==> config.mk <==
export PLATFORM = sky130hd
export DESIGN_NAME = bpTimingDecoder
export DESIGN_NICKNAME = d
export VERILOG_FILES = /design/src/rtl/bpDecodePkg.sv /design/src/rtl/bpDecodeCtrl.sv /design/src/rtl/bpDecodeData.sv /design/src/rtl/bpTimingDecoder.sv
export SDC_FILE = /design/constraint.sdc
export NUM_CORES = 1
export LEC_CHECK = 0
export ABC_CLOCK_PERIOD_IN_PS = 3000
export BUFFER_PORTS_ARGS = -buffer_cell sky130_fd_sc_hd__buf_2
export CORE_ASPECT_RATIO = 1.25
export CORE_MARGIN = 2
export CORE_UTILIZATION = 47
export CTS_CLUSTER_DIAMETER = 60
export DETAILED_ROUTE_END_ITERATION = 10
export PLACE_DENSITY_LB_ADDON = 0.08
export SLEW_MARGIN = 5
export SYNTH_ARGS = -nofsm -noshare
export SYNTH_HDL_FRONTEND = slang
export SYNTH_SLANG_ARGS = --single-unit
==> constraint.sdc <==
create_clock -name clk -period 3 [get_ports clk]
set_input_delay 0.3 -clock clk [delete_from_list [all_inputs] [get_ports clk]]
set_output_delay 0.3 -clock clk [all_outputs]
set_load 0.01 [all_outputs]
==> src/rtl/bpDecodePkg.sv <==
package bpDecodePkg;
  localparam int VAL_W    = 8;   // value field width
  localparam int CODE_W   = 4;   // DAC code field width
  localparam int SEL_W    = 5;   // board select width
  localparam int BIDX_W   = 3;   // bias index width
  localparam int N_BIAS   = 1 << BIDX_W;
  localparam int BIAS_W   = 12;  // bias DAC width
  localparam int PAD_W    = BIAS_W - VAL_W;

  typedef struct packed {
    logic              clkWr;
    logic [CODE_W-1:0] clkIdx;
    logic              biasWr;
    logic [BIDX_W-1:0] biasIdx;
    logic              ctrlWr;
    logic [VAL_W-1:0]  value;
  } dacStrobe_t;
endpackage

==> src/rtl/bpDecodeCtrl.sv <==
module bpDecodeCtrl
  import bpDecodePkg::*;
#(
  parameter int TICK_CYCLES = 5,
  parameter int MAX_STEPS   = 250,
  parameter int N_CLK       = 12,
  parameter logic [SEL_W-1:0]  CTRL_CODE = 5'h1F,
  parameter logic [CODE_W-1:0] BIAS_CODE = 4'd12
) (
  input  logic             clk,
  input  logic             rstN,
  input  logic             wrEn,
  input  logic             wrDelay,
  input  logic [15:0]      busData,
  input  logic             busA0,
  input  logic [SEL_W-1:0] cardAddr,
  output logic             waitOut,
  output dacStrobe_t       strobe
);
  localparam int MAX_CNT = MAX_STEPS * TICK_CYCLES;
  localparam int CNT_W   = $clog2(MAX_CNT + 1);

  logic [CNT_W-1:0]  remCnt;
  logic              busy, acceptDelay, acceptWord, isCtrl, isCard;
  logic [SEL_W-1:0]  boardSel;
  logic [CODE_W-1:0] dacCode;
  logic [VAL_W-1:0]  stepsClamped;
  logic [CNT_W-1:0]  loadVal;
  logic              pending;
  logic [BIDX_W-1:0] pendIdx;

  assign busy        = (remCnt != '0);
  assign acceptDelay = wrEn && wrDelay && !busy;
  assign acceptWord  = wrEn && !wrDelay && !busy;
  assign boardSel    = {busData[15:12], busA0};
  assign dacCode     = busData[11:8];
  assign isCtrl      = acceptWord && (boardSel == CTRL_CODE);
  assign isCard      = acceptWord && (boardSel != CTRL_CODE) && (boardSel == cardAddr);
  assign waitOut     = busy || acceptDelay;

  always_comb begin
    if (busData[7:0] == '0)
      stepsClamped = 8'd1;
    else if (int'(busData[7:0]) > MAX_STEPS)
      stepsClamped = VAL_W'(MAX_STEPS);
    else
      stepsClamped = busData[7:0];
    loadVal = CNT_W'(int'(stepsClamped) * TICK_CYCLES - 1);
  end

  always_ff @(posedge clk) begin
    if (!rstN)
      remCnt <= '0;
    else if (acceptDelay)
      remCnt <= loadVal;
    else if (busy)
      remCnt <= remCnt - 1'b1;
  end

  always_ff @(posedge clk) begin
    if (!rstN) begin
      pending <= 1'b0;
      pendIdx <= '0;
    end else if (isCard) begin
      if (dacCode == BIAS_CODE) begin
        pending <= !pending;
        if (!pending) pendIdx <= busData[BIDX_W-1:0];
      end else begin
        pending <= 1'b0;
      end
    end
  end

  always_comb begin
    strobe        = '0;
    strobe.value  = busData[VAL_W-1:0];
    strobe.ctrlWr = isCtrl;
    if (isCard) begin
      if (dacCode == BIAS_CODE) begin
        strobe.biasWr  = pending;
        strobe.biasIdx = pendIdx;
      end else if (int'(dacCode) < N_CLK) begin
        strobe.clkWr  = 1'b1;
        strobe.clkIdx = dacCode;
      end
    end
  end

  assert_wait_count_R2: assert property (@(posedge clk) disable iff (!rstN)
    busy |=> (remCnt == $past(remCnt) - 1'b1));

  assert_busy_no_reload_R3: assert property (@(posedge clk) disable iff (!rstN)
    (busy && wrEn && wrDelay) |=> (remCnt == $past(remCnt) - 1'b1));

  assert_load_nonzero_R2: assert property (@(posedge clk) disable iff (!rstN)
    acceptDelay |=> (remCnt == $past(loadVal)));
endmodule

==> src/rtl/bpDecodeData.sv <==
module bpDecodeData
  import bpDecodePkg::*;
#(
  parameter int N_CLK = 12
) (
  input  logic                     clk,
  input  logic                     rstN,
  input  dacStrobe_t               strobe,
  output logic [VAL_W-1:0]         ctrlLines,
  output logic [N_CLK*VAL_W-1:0]   clkDacBus,
  output logic [N_BIAS*BIAS_W-1:0] biasDacBus
);
  always_ff @(posedge clk) begin
    if (!rstN)             ctrlLines <= '0;
    else if (strobe.ctrlWr) ctrlLines <= strobe.value;
  end

  for (genvar k = 0; k < N_CLK; k++) begin : gClk
    always_ff @(posedge clk) begin
      if (!rstN)
        clkDacBus[k*VAL_W +: VAL_W] <= '0;
      else if (strobe.clkWr && (int'(strobe.clkIdx) == k))
        clkDacBus[k*VAL_W +: VAL_W] <= strobe.value;
    end
  end

  for (genvar j = 0; j < N_BIAS; j++) begin : gBias
    always_ff @(posedge clk) begin
      if (!rstN)
        biasDacBus[j*BIAS_W +: BIAS_W] <= '0;
      else if (strobe.biasWr && (int'(strobe.biasIdx) == j))
        biasDacBus[j*BIAS_W +: BIAS_W] <= {strobe.value, {PAD_W{1'b0}}};
    end
  end

  assert_single_target_R6: assert property (@(posedge clk) disable iff (!rstN)
    $onehot0({strobe.clkWr, strobe.biasWr, strobe.ctrlWr}));

  assert_ctrl_load_R5: assert property (@(posedge clk) disable iff (!rstN)
    strobe.ctrlWr |=> (ctrlLines == $past(strobe.value)));

  assert_bias_load_R8: assert property (@(posedge clk) disable iff (!rstN)
    strobe.biasWr |=> (biasDacBus[$past(strobe.biasIdx)*BIAS_W +: BIAS_W]
                       == {$past(strobe.value), {PAD_W{1'b0}}}));

  assert_hold_idle_R4: assert property (@(posedge clk) disable iff (!rstN)
    !(strobe.clkWr || strobe.biasWr || strobe.ctrlWr)
      |=> ($stable(ctrlLines) && $stable(clkDacBus) && $stable(biasDacBus)));
endmodule

==> src/rtl/bpTimingDecoder.sv <==
module bpTimingDecoder
  import bpDecodePkg::*;
#(
  parameter int TICK_CYCLES = 5,
  parameter int MAX_STEPS   = 250,
  parameter int N_CLK       = 12,
  parameter logic [SEL_W-1:0]  CTRL_CODE = 5'h1F,
  parameter logic [CODE_W-1:0] BIAS_CODE = 4'd12
) (
  input  logic                     clk,
  input  logic                     rstN,
  input  logic                     wrEn,
  input  logic                     wrDelay,
  input  logic [15:0]              busData,
  input  logic                     busA0,
  input  logic [SEL_W-1:0]         cardAddr,
  output logic                     waitOut,
  output logic [VAL_W-1:0]         ctrlLines,
  output logic [N_CLK*VAL_W-1:0]   clkDacBus,
  output logic [N_BIAS*BIAS_W-1:0] biasDacBus
);
  dacStrobe_t strobe;

  bpDecodeCtrl #(
    .TICK_CYCLES(TICK_CYCLES), .MAX_STEPS(MAX_STEPS), .N_CLK(N_CLK),
    .CTRL_CODE(CTRL_CODE), .BIAS_CODE(BIAS_CODE)
  ) uCtrl (
    .clk(clk), .rstN(rstN), .wrEn(wrEn), .wrDelay(wrDelay),
    .busData(busData), .busA0(busA0), .cardAddr(cardAddr),
    .waitOut(waitOut), .strobe(strobe)
  );

  bpDecodeData #(.N_CLK(N_CLK)) uData (
    .clk(clk), .rstN(rstN), .strobe(strobe),
    .ctrlLines(ctrlLines), .clkDacBus(clkDacBus), .biasDacBus(biasDacBus)
  );
endmodule

Word level (Yosys, flattened, before mapping). Cells that the tools add are included.

$add $sub $neg: 2. Multipliers: 1. Order comparisons: 2. Equal/unequal tests: 22. Multiplexer cells: 9. Bitwise gates (word level): 1. Reductions and logical operators: 37.

Operators by type and width (number): == test 4 bit (second input constant) (9); logical AND 1 bit (27); two-way mux 11 bit (2); two-way mux 8 bit (2); == test 3 bit (second input constant) (4); multiplier 8 x 3 -> 11 bit (second input constant) (1); nonzero test 11 bit (1); subtractor 11 x 1 -> 11 bit (second input constant) (1); subtractor 11 x 2 -> 11 bit (second input constant) (1); two-way mux 5 bit (2); two-way mux 9 bit (1); == test 4 x 3 -> 1 bit (second input constant) (2); greater-than comparator 8 bit (second input constant) (1); logical NOT 8 bit (1); == test 3 x 2 -> 1 bit (second input constant) (2); == test 5 bit (1); == test 5 bit (second input constant) (1); inequality test 5 bit (second input constant) (1); == test 4 x 2 -> 1 bit (second input constant) (1); logical NOT 4 bit (1); less-than comparator 4 bit (second input constant) (1); two-way mux 4 bit (1); == test 3 x 1 -> 1 bit (second input constant) (1); logical NOT 1 bit (3); 6 further kinds (6).

Register bits after elaboration: 183. Input bits: 26. Output and inout port bits: 201. Logic and storage cells: 98.

Depth between registers and ports, before layout. Gate-level depths: netlist (run 1).

Depth in word-level cells: 8. Depth in mapped cells: 12. Gate-level depth less buffers: 12.

By module. Synthesis (run 1) repeated with hierarchy kept, for this count alone.

Cell total of the unflattened synthesis: 885. Area, all modules: 8266.7 um^2.

Modules (own cells, without submodules): bpDecodeData (times used 1, cells each 670, area an instance 6542.5 um^2, seq. area each 3363.2 um^2); bpDecodeCtrl (times used 1, cells each 215, area an instance 1724.2 um^2, seq. area each 300.3 um^2).

Worst setup path after synthesis (run 1). Ideal clock, no wire load.

Path type: input-to-reg. Start point: input port busData[5]. End point: register uCtrl.remCnt[9]. Setup time: 0.087 ns. Arrival time: 2.844 ns. Required time: 2.913 ns. Slack: 0.068 ns. Cell stages on the path: 12. Path buffers: 0. Cells stage by stage: and3_1 -> and3_1 -> a21oi_1 -> inv_1 -> fa_1 -> inv_1 -> ha_1 -> a21o_1 -> a221oi_1 -> a21oi_1 -> mux2_2 -> o31ai_1.

Word-level cells in the longest chain between the ends: 6. Elaborated cells on any way between the ends: 7. Classes of those cells: add/sub (1); mul (1); order compare (1); mux (3); reduce/logical (1).

Ends and longest elaborated chain: from (decl) (RTL line bpTimingDecoder.sv:14) `input logic [15:0] busData,`; greater-than comparator 8 bit (RTL line bpDecodeCtrl.sv:44) `else if (int'(busData[7:0]) > MAX_STEPS)`; two-way mux 8 bit (RTL line bpDecodeCtrl.sv:44); two-way mux 8 bit (*) (RTL line bpDecodeCtrl.sv:42) `if (busData[7:0] == '0)`; multiplier 8 x 3 -> 11 bit (*) (RTL line bpDecodeCtrl.sv:48) `loadVal = CNT_W'(int'(stepsClamped) * TICK_CYCLES - 1);`; subtractor 11 x 2 -> 11 bit (*) (RTL line bpDecodeCtrl.sv:48); two-way mux 11 bit (*) (RTL line bpDecodeCtrl.sv:54) `else if (acceptDelay)`; to (signal assigned) (RTL line bpDecodeCtrl.sv:55) `remCnt <= loadVal;`; to (signal assigned) (RTL line bpDecodeCtrl.sv:57) `remCnt <= remCnt - 1'b1;`; to (decl) (RTL line bpDecodeCtrl.sv:23) `logic [CNT_W-1:0] remCnt;`.

Mark *: on every way between the ends. The rest lies on a longest branch, timed or not. A chain may end at the register's enable or synchronous reset.

Worst setup path in the final report (run 1).
Start point: input port busData[4]. End point: register uCtrl.remCnt[7].

The elaborated chain is that of the path after synthesis.

==> results of run 1 <==
==> worst paths after layout <==
kind                                           start                   end  slack, ns  cells after the start
worst max-delay path                      busData[4]       uCtrl.remCnt[7]       0.32                     13
worst max register to register       uCtrl.remCnt[2]  uData.biasDacBus[30]       0.43                      5
worst min-delay path                      busData[0]    uData.ctrlLines[0]       0.17                      3
worst min register to register  uData.biasDacBus[43]  uData.biasDacBus[43]       0.45                      2
==> metrics by stage <==
stage / util, % / hold slack (ns) / TNS, ns / instances / total power, mW
3_3_place_gp: 54.9 / 0.440 / -0.309 / 1232 / 3.54
2_1_floorplan: - / 0.447 / 0 / 885 / 3.31
3_5_place_dp: 54.9 / 0.446 / -0.336 / 1232 / 3.55
6_report: 58.4 / 0.172 / 0 / 1264 / 5.64
4_1_cts: 58.4 / 0.160 / 0 / 1264 / 5.67
5_1_grt: 58.4 / 0.186 / 0 / 1264 / 5.90
==> synth_stat cells, types with 3 or more instances <==
| cell type | instances | share of area [%] |
|---|---|---|
| a211oi_1 | 5 | 0.48 |
| a21o_1 | 3 | 0.29 |
| a21oi_1 | 8 | 0.52 |
| a31oi_1 | 4 | 0.32 |
| and3_1 | 10 | 0.81 |
| and4_1 | 3 | 0.34 |
| buf_2 | 10 | 0.64 |
| buf_4 | 33 | 3.2 |
| clkbuf_1 | 50 | 2.4 |
| dfxtp_1 | 183 | 47 |
| fa_1 | 6 | 1.5 |
| ha_1 | 13 | 2.1 |
| inv_1 | 25 | 1.2 |
| mux2i_1 | 76 | 9.8 |
| nand2_1 | 83 | 4.0 |
| nand2b_1 | 3 | 0.24 |
| nand3_1 | 107 | 6.9 |
| nand4_1 | 17 | 1.4 |
| nand4_2 | 4 | 0.64 |
| nor2_1 | 25 | 1.2 |
| nor2b_1 | 5 | 0.40 |
| nor3_1 | 12 | 0.77 |
| nor4_1 | 4 | 0.32 |
| o21a_1 | 3 | 0.29 |
| o21ai_0 | 54 | 3.5 |
| o21ai_1 | 47 | 3.0 |
| or4_1 | 6 | 0.58 |
| xnor2_1 | 8 | 0.90 |
| xor2_1 | 10 | 1.1 |
==> worst register-to-register path, stage by stage (launching register included) <==
cell	delay (ns)
dfxtp_1	0.35
or3_1	0.50
nor4_4	0.32
and3_1	0.50
nand3b_1	0.52
mux2i_1	0.23
==> per-layer routing <==
| metal | up-vias | share of wire [%] | GRT usage (%) |
|---|---|---|---|
| li1 | 3278 | - | - |
| met4 | 0 | 1.6 | 8.57 |
| met5 | - | 0 | 0 |
| met3 | 21 | 6.1 | 5.94 |
| met1 | 3099 | 43 | 30.0 |
| met2 | 194 | 49 | 40.7 |
==> logic make-up (layout without fill, tap and decap cells) <==
kind of cell             after synthesis  in the layout  synth area share, %
multiplexers                          77             77                 9.94
XOR/XNOR                              18             18                 2.03
adder cells (fa/ha/maj)               19             19                 3.64
other                                  1             32               0.0483
buffers and inverters                121            284                 7.70
AO/OA/AOI/OAI                        135            135                 9.58
AND/OR/NAND/NOR                      300            300                 19.9
flip-flops                           183            183                 47.2
==> layout make-up <==
type	instances	area (um^2)	share of cell area, %
Sequential cell	183	3660	38.8
Clock inverter	15	139	1.47
Multi-Input combinational cell	581	3630	38.4
Timing Repair Buffer	226	1230	13.0
Tap cell	216	270	2.86
Clock buffer	17	425	4.50
Inverter	26	97.6	1.03
==> power by group <==
group / switching, mW / internal [mW] / leakage (nW)
Sequential: 0.0633 / 2.49 / 1.48
Combinational: 0.571 / 0.382 / 2.76
Clock: 1.04 / 1.09 / 0.274
Total: 1.67 / 3.97 / 4.51
==> sequential cells by signal, summed over array words and instances (netlist names) <==
| signal | cells |
|---|---|
| uCtrl.pendIdx | 3 |
| uCtrl.pending | 1 |
| uCtrl.remCnt | 11 |
| uData.ctrlLines | 8 |
| uData.biasDacBus | 64 |
| uData.clkDacBus | 96 |
==> flow_summary.yaml, run 1 <==
logic_synthesis:
  yosysWarnings: 0
  synth_edf_count: 0
  avgSynthCellArea_um2: 9.10
  ys_seq_area_share_pct: 47.2
  synth_cells: 854
  synth_seq_cells: 183
  synthFlopType: "dfxtp_1"
  async_reset_ff_share_pct: 0
  ys_types: 59
  synth_area_um2: 7770
critical_path:
  cpPeakStageDelay_ns: 0.49
  critical_path.top_delay_family: "compound AO/OA/AOI/OAI gates"
  cp_data_required_time_ns: 3.35
  startpoint_type: "primary input"
  crit_arrival_ns: 3.03
  cp_num_buf_inv: 3
  crit_chain: "buf_2 -> nor4_1 -> a21oi_1 -> o32a_1 -> fa_1 -> inv_1 -> ha_1 -> a21o_1 -> a221oi_1 -> buf_4 -> xnor2_1 -> nor2_1 -> a211oi_1"
  crit_path_max_fanout: 4
  critPathKind: "in2reg"
  worstSetupEndpointType: "flip-flop"
  crit_slowest_cell: "fa_1"
power_and_ir_drop:
  vdd_ir_drop_max_v: 0.000351
  p_leak_nw: 4.51
  power_density_nw_per_um2: 597
global_routing:
  grt_pass1_vias: 6115
  grt_util_all_layers_pct: 24.1
  antenna_found_initial: 0
  overflow: 0
  grt_first_pass_wirelength_mm: 33.2
  grt_max_degree: 162
clock_tree:
  clk_latency_ns: 0.44
  cts_hold_buffers: 0
  cts_buffers: 17
  cts.sinks: 183
  clk_pin_slew_worst_paths_ns: 0.07
  htree_levels: 4
  root_buffer: "clkbuf_16"
  cts_tree: "yes"
  clockBufferDepth: 2
  cts_setup_buffers: 0
  cts.repair.resized: 0
layout:
  drive_gt1_share_pct: 25.9
  final_common_cell: "buf_2"
  diodes: 0
  final_cell_mix: "buf_2 (193), dfxtp_1 (183), nand3_1 (107)"
  nFillCells: 1485
  area_delta_synth_final_pct: 21.7
  final_area_um2: 9450
  nNetsFinal: 1080
routing:
  viasPerCell: 5.22
  drcViolationCount: 0
  detail-route-antenna-nets: 0
  drtIter0Drc: 436
  routed_wl_mm: 21.3
  vias: 6592
  dr.pass1.iters: 5
  wl_per_cell_um: 16.9
die:
  pin_count: 227
  die_h_um: 148
  core_um2: 16200
  rows: 52
  die_x_um: 119
  die_area_um2: 17600
  initial_core_util_pct: 47.9
timing:
  slew_headroom_pct: 27.2
  timing.final.max_slew_violations: 0
  layout_setup_ws_ns: 0.317
  worst_pin_slew_ns: 1.09
  min_period_over_period_pct: 89.4
  finalClockSkew_ns: 0.0143
  fmax_ghz: 0.373
  rsz0062_at_grt: "false"
  setup_viol: 0
  min_period_ns: 2.68
  hold_violations: 0
place:
  port_buffers: 194
  dp_hpwl_mm: 14.6
  place_congestion: 0.825
  pre_cts_slack_ns: -0.112
  placed_cell_area_um2: 8890
status:
  status: "complete, no violations"
worst_hold_path:
  hp-class: "in2reg"
run:
  max_cap_viol_count: 0
No activity file was read; power rests on OpenSTA's default activity.
==> run 2, diff against run 1 <==
- ABC_AREA: unset -> 1
- CORE_UTILIZATION: 47 -> 49
==> run 2 against run 1 <==
  * Via count up 24%
  * Cell count up 45%
  * Sequential share of layout area decreased by 4.8 points
  * Total power decreased by 0.98%
  * Non-clock buffer count fell by 9
  * Fmax rose by 6.0%
  * Sequential power barely moved
  * Utilization decreased by 0.53 points
  * Critical path depth up 8
  * Highest routed layer unchanged
==> flow_summary.yaml, run 2 <==
status:
  status: "complete, no violations"
place:
  dp_hpwl_mm: 16.7
  port_buffers: 194
  pre_cts_slack_ns: 0.0297
  place_congestion: 0.848
  placed_cell_area_um2: 10200
layout:
  nNetsFinal: 1631
  diodes: 0
  largest_register: "uData.clkDacBus"
  final_common_cell: "nand2_1"
  postLayoutCoreUtil_pct: 57.8
  seqCellArea_um2: 3660
  multi_input_area_um2: 4090
  nFillCells: 1930
  drive_gt1_share_pct: 18.8
  final_cell_mix: "nand2_1 (368), nor2_1 (328), inv_1 (263)"
  final_area_um2: 10800
  reg.largest.list: "uData.clkDacBus x96, uData.biasDacBus x64, uCtrl.remCnt x11"
  area_delta_synth_final_pct: 16.8
  largest_reg_flops: 96
global_routing:
  grt_util_all_layers_pct: 23.7
  overflow: 0
  grt_max_degree: 61
  grt_pass1_vias: 7352
  grt_first_pass_wirelength_mm: 37.2
  antenna_found_initial: 0
power_and_ir_drop:
  p_clk_share_pct: 39.6
  cellInternalPower_mw: 3.89
  netSwitchingPower_mw: 1.69
  power_density_nw_per_um2: 518
  vdd_ir_drop_max_v: 0.000361
  p_comb_share_pct: 15.0
  p_leak_nw: 6.30
  p_seq_share_pct: 45.4
  swShare_pct: 30.3
logic_synthesis:
  yosysWarnings: 0
  ys_top_cells_by_count: "nand2_1 (368), nor2_1 (328), inv_1 (263), dfxtp_1 (183), nand3_1 (42)"
  ys_seq_area_share_pct: 39.7
  avgSynthCellArea_um2: 6.55
  async_reset_ff_share_pct: 0
  synth_most_common_cell: "nand2_1"
  ys_types: 38
  synth_cells: 1409
  synth_top_area_share_pct: 39.7
  synth_top_area_cell: "dfxtp_1"
  synth_area_um2: 9230
  synthFlopType: "dfxtp_1"
  synth_seq_cells: 183
  ys_top_cells_by_area: "dfxtp_1 (40%), nand2_1 (15%), nor2_1 (13%)"
  synth_edf_count: 0
clock_tree:
  htree_levels: 4
  cts_tree: "yes"
  root_buffer: "clkbuf_16"
  cts.sinks: 183
  clk_pin_slew_worst_paths_ns: 0.07
  cts.repair.resized: 0
  clk_latency_ns: 0.44
  cts_buffers: 17
  cts_setup_buffers: 0
  cts_hold_buffers: 0
  clockBufferDepth: 2
critical_path:
  startpoint_type: "primary input"
  crit_cells: 21
  crit_arrival_ns: 2.87
  crit_top_cell: "nand2_1"
  worstSetupEndpointType: "flip-flop"
  startpoint: "busData[2]"
  reg2regPathDepth: 13
  timing.rr.end: "uData.clkDacBus[36]"
  critical_path.top_delay_family: "simple AND/OR/NAND/NOR gates"
  cp_data_required_time_ns: 3.34
  cpPeakStageDelay_ns: 0.48
  r2r_start: "uCtrl.remCnt[0]"
  crit_slowest_cell: "fa_1"
  crit_path_max_fanout: 4
  setup.worst_path.end: "uCtrl.remCnt[8]"
  critPathKind: "in2reg"
  crit_chain: "buf_2 -> inv_1 -> nand2_1 -> and3_1 -> o211ai_1 -> inv_1 -> o21bai_1 -> inv_1 -> fa_1 -> inv_1 -> ha_1 -> a21oi_1 -> nand2_1 -> nand2_1 -> nand3b_1 -> nand2_1 -> nand2_1 -> nand2_1 -> nand3_1 -> nand3_1 -> inv_1"
  reg2reg_slack_ns: 0.68
  cp_num_buf_inv: 6
routing:
  vias: 8188
  routed_wl_mm: 23.4
  viasPerCell: 4.47
  detail-route-antenna-nets: 0
  drtIter0Drc: 461
  dr.pass1.iters: 5
  wl_per_cell_um: 12.8
  drcViolationCount: 0
timing:
  min_period_over_period_pct: 84.4
  hold_violations: 0
  timing.final.max_slew_violations: 0
  setup_viol: 0
  worst_pin_slew_ns: 1.03
  finalSetupTns_ns: 0
  slew_headroom_pct: 31.1
  min_period_ns: 2.53
  rsz0062_at_grt: "false"
  fin_hold_ws_ns: 0.167
  fmax_ghz: 0.395
  layout_setup_ws_ns: 0.468
  finalClockSkew_ns: 0.0111
die:
  die_h_um: 157
  core_um2: 18600
  rows: 56
  die_x_um: 127
  pin_count: 227
  initial_core_util_pct: 49.5
  die_area_um2: 19900
run:
  max_cap_viol_count: 0
worst_hold_path:
  hp-class: "in2reg"
## run 2: stage by stage
stage | cells | power, mW
3_3_place_gp | 1799 | 3.43
6_report | 1831 | 5.59
5_1_grt | 1831 | 5.86
4_1_cts | 1831 | 5.65
2_1_floorplan | 1440 | 3.25
3_5_place_dp | 1799 | 3.43
## run 2: routing by layer
layer / vias to the layer above / wire length, um / global-route usage [%]
met5: - / 0 / 0
met2: 171 / 11900 / 41.8
met1: 3625 / 9980 / 28.6
li1: 4367 / - / -
met4: 0 / 373 / 7.01
met3: 25 / 1180 / 5.81
## run 2: cells by family (layout without fill, tap and decap cells)
kind of cell	Yosys count	in the layout	share of synthesized area, %
AO/OA/AOI/OAI	47	47	2.92
XOR/XNOR	8	8	0.760
adder cells (fa/ha/maj)	19	19	3.07
buffers and inverters	355	514	17.3
flip-flops	183	183	39.7
other	1	32	0.0406
AND/OR/NAND/NOR	796	796	36.3
## run 2: worst min-delay path by stage
stage                                to  slack, ns                from  depth (start not counted)
finish              uData.clkDacBus[24]       0.17          busData[0]                          3
global route        uData.clkDacBus[24]       0.19          busData[0]                          3
CTS                 uData.clkDacBus[24]       0.15          busData[0]                          3
detailed placement   uData.ctrlLines[5]       0.43  uData.ctrlLines[5]                          2
global placement     uData.ctrlLines[2]       0.43  uData.ctrlLines[2]                          2
floorplan              uCtrl.remCnt[10]       0.44    uCtrl.remCnt[10]                          2
## run 2: cell type report
cell class | count | share of cell area [%]
multi-input combinational | 902 | 37.9
sequential | 183 | 34.0
timing repair buffer | 217 | 10.7
inverter | 265 | 9.23
clock buffer | 17 | 3.95
tap | 232 | 2.69
clock inverter | 15 | 1.47
## run 2: worst min-delay path, cell delays in order
cell and delay (ns):
buf_2 0.12, nor2_1 0.05, nor2_1 0.09
## run 2: power by group through the flow
stage | registers [mW] | logic (mW) | clock network (mW)
final | 2.54 | 0.839 | 2.21
after global routing | 2.54 | 0.954 | 2.36
after CTS | 2.54 | 0.843 | 2.27
after detailed placement | 2.59 | 0.839 | 0
after global placement | 2.59 | 0.834 | 0
after floorplan | 2.58 | 0.668 | 0
==> run 3, diff against run 2 <==
- ABC_CLOCK_PERIOD_IN_PS: 3000 -> 2200
- clock period: 3 -> 2.2 ns (I/O delays scaled with it)
==> run 3 against run 2 <==
  * The run now ends with setup timing left
  * Register-to-register slack got worse by 0.63 ns
  * Worst hold slack better by 0.072 ns
  * Non-clock buffer count grew 56
  * Clock-buffer cell count grew 5
  * Flip-flop and latch count stayed put
  * Die area unchanged
  * Global-route usage grew 0.52 points
  * Largest power group unchanged
==> flow_summary.yaml, run 3 (synthesis gave the netlist of run 2 again) <==
status:
  status: "finished with violations"
  violations: "setup timing"
layout:
  area_delta_synth_final_pct: 25.2
  largest_register: "uData.clkDacBus"
  final_cell_mix: "nand2_1 (362), nor2_1 (324), inv_1 (252)"
  reg.largest.list: "uData.clkDacBus x96, uData.biasDacBus x64, uCtrl.remCnt x11"
  nNetsFinal: 1690
  diodes: 0
  final_area_um2: 11500
  final_common_cell: "nand2_1"
  largest_reg_flops: 96
  nFillCells: 1787
  stdcell_count: 1890
  drive_gt1_share_pct: 23.6
die:
  rows: 56
  initial_core_util_pct: 49.5
  die_h_um: 157
  die_x_um: 127
  core_um2: 18600
  die_area_um2: 19900
  pin_count: 227
timing:
  setup_viol: 5
  layout_setup_ws_ns: -0.106
  worst_pin_slew_ns: 0.644
  finalClockSkew_ns: 0.0187
  min_period_ns: 2.31
  finalSetupTns_ns: -0.392
  timing.final.max_slew_violations: 0
  hold_violations: 0
  rsz0062_at_grt: "true"
  slew_headroom_pct: 56.9
  fmax_ghz: 0.434
  min_period_over_period_pct: 105
global_routing:
  antenna_found_initial: 1
  grt_first_pass_wirelength_mm: 38.2
  grt_max_degree: 77
  grt_util_all_layers_pct: 24.2
  overflow: 0
  grt_pass1_vias: 7575
critical_path:
  cp_num_buf_inv: 7
  timing.rr.end: "uData.clkDacBus[81]"
  crit_path_max_fanout: 4
  r2r_start: "uCtrl.remCnt[0]"
  crit_top_cell: "nand2_1"
  startpoint_type: "primary input"
  cpPeakStageDelay_ns: 0.51
  crit_slowest_cell: "fa_1"
  crit_cells: 22
  crit_chain: "buf_8 -> inv_4 -> nand2_2 -> and3_4 -> o211ai_1 -> inv_1 -> buf_6 -> nor2_4 -> inv_2 -> fa_1 -> inv_2 -> ha_4 -> a21oi_2 -> nand2_1 -> nand2_1 -> nand3b_1 -> nand2_1 -> nand2_1 -> nand2_1 -> nand3_1 -> nand3_1 -> inv_1"
  critPathKind: "in2reg"
  reg2regPathDepth: 12
  crit_arrival_ns: 2.63
  cp_data_required_time_ns: 2.52
  reg2reg_slack_ns: 0.05
  worstSetupEndpointType: "flip-flop"
  critical_path.top_delay_family: "simple AND/OR/NAND/NOR gates"
worst_hold_path:
  hold_end: "uData.clkDacBus[9]"
  hold_depth: 3
  min-delay-start: "rstN"
  hp-class: "in2reg"
clock_tree:
  htree_levels: 4
  cts_tree: "yes"
  clk_pin_slew_worst_paths_ns: 0.07
  clk_latency_ns: 0.44
  root_buffer: "clkbuf_16"
  clockBufferDepth: 2
  cts_hold_buffers: 0
  cts.sinks: 183
  cts_buffers: 17
routing:
  wl_met3_mm: 1.32
  top_layer: "met5"
  viasPerCell: 4.50
  drcViolationCount: 0
  met2_length_mm: 12.2
  routed_wl_mm: 25.0
  dr.pass1.iters: 5
  drtIter0Drc: 558
  vias: 8505
  wl_per_cell_um: 13.2
  detail-route-antenna-nets: 0
  wl_met1_mm: 11.0
run:
  max_cap_viol_count: 0
place:
  place_congestion: 0.825
  placed_cell_area_um2: 10500
  place_inst: 1832
  port_buffers: 194
  pre_cts_slack_ns: -0.513
  dp_hpwl_mm: 17.0
power_and_ir_drop:
  power_density_nw_per_um2: 690
  vdd_ir_drop_max_v: 0.000513
  p_leak_nw: 6.71
## run 3: cell types whose count changed in the layout (fill, tap and decap cells not counted), sizes merged
cell	before	now
inv	273	269
clkbuf	17	22
nand2	393	394
nand3	53	55
buf	217	273
clkinv	6	4
bufinv	0	1
## run 3: power by group
group	switching, mW	internal [mW]
registers	0.0732	3.40
logic	0.845	0.579
clock network	1.40	1.68
total	2.32	5.66
## run 3: worst register-to-register path, delay by kind of cell, from the launching register on
| family | cells | cell delay, ns |
|---|---|---|
| buf+inv | 3 | 0.26 |
| fa+ha+maj | 1 | 0.17 |
| simple gates | 8 | 1.28 |
| flops | 1 | 0.33 |
## run 3: stage by stage
stage | hold slack (ns) | power [mW] | utilization (%)
2_1_floorplan | 0.408 | 4.47 | -
3_3_place_gp | 0.428 | 4.81 | 56.5
3_5_place_dp | 0.431 | 4.83 | 56.5
4_1_cts | 0.229 | 7.91 | 60.1
5_1_grt | 0.243 | 8.33 | 62.0
6_report | 0.240 | 7.97 | 62.0
## run 3: timing repair
action,in CTS,in global routing
setup endpoints to repair,5,122
gates cloned,0,3
buffers inserted,6,17
gates resized for setup,14,41
pin swaps,15,24
endpoints found under the hold margin,0,0
## run 3: how the worst max path moves through the flow
stage,endpoint,slack [ns],start
3_5_place_dp,uCtrl.remCnt[10],-0.51,busData[2]
4_1_cts,uCtrl.remCnt[8],-0.04,busData[1]
2_1_floorplan,uCtrl.remCnt[8],-0.30,busData[6]
6_report,uCtrl.remCnt[8],-0.11,busData[2]
3_3_place_gp,uCtrl.remCnt[8],-0.50,busData[2]
5_1_grt,uCtrl.remCnt[8],-0.29,busData[2]
## run 3: cell type report
class	instances	area (um^2)	area share, %
Clock inverter	10	110	0.954
Timing Repair Buffer	273	1690	14.6
Tap cell	232	290	2.51
Multi-Input combinational cell	905	4310	37.3
Sequential cell	183	3670	31.7
Inverter	265	1010	8.77
Clock buffer	22	474	4.11
## run 3: per-layer routing
| layer | vias up | global-route usage (%) |
|---|---|---|
| met4 | 2 | 7.17 |
| li1 | 4489 | - |
| met5 | - | 0 |
| met1 | 3792 | 30.9 |
| met2 | 190 | 41.1 |
| met3 | 32 | 5.57 |
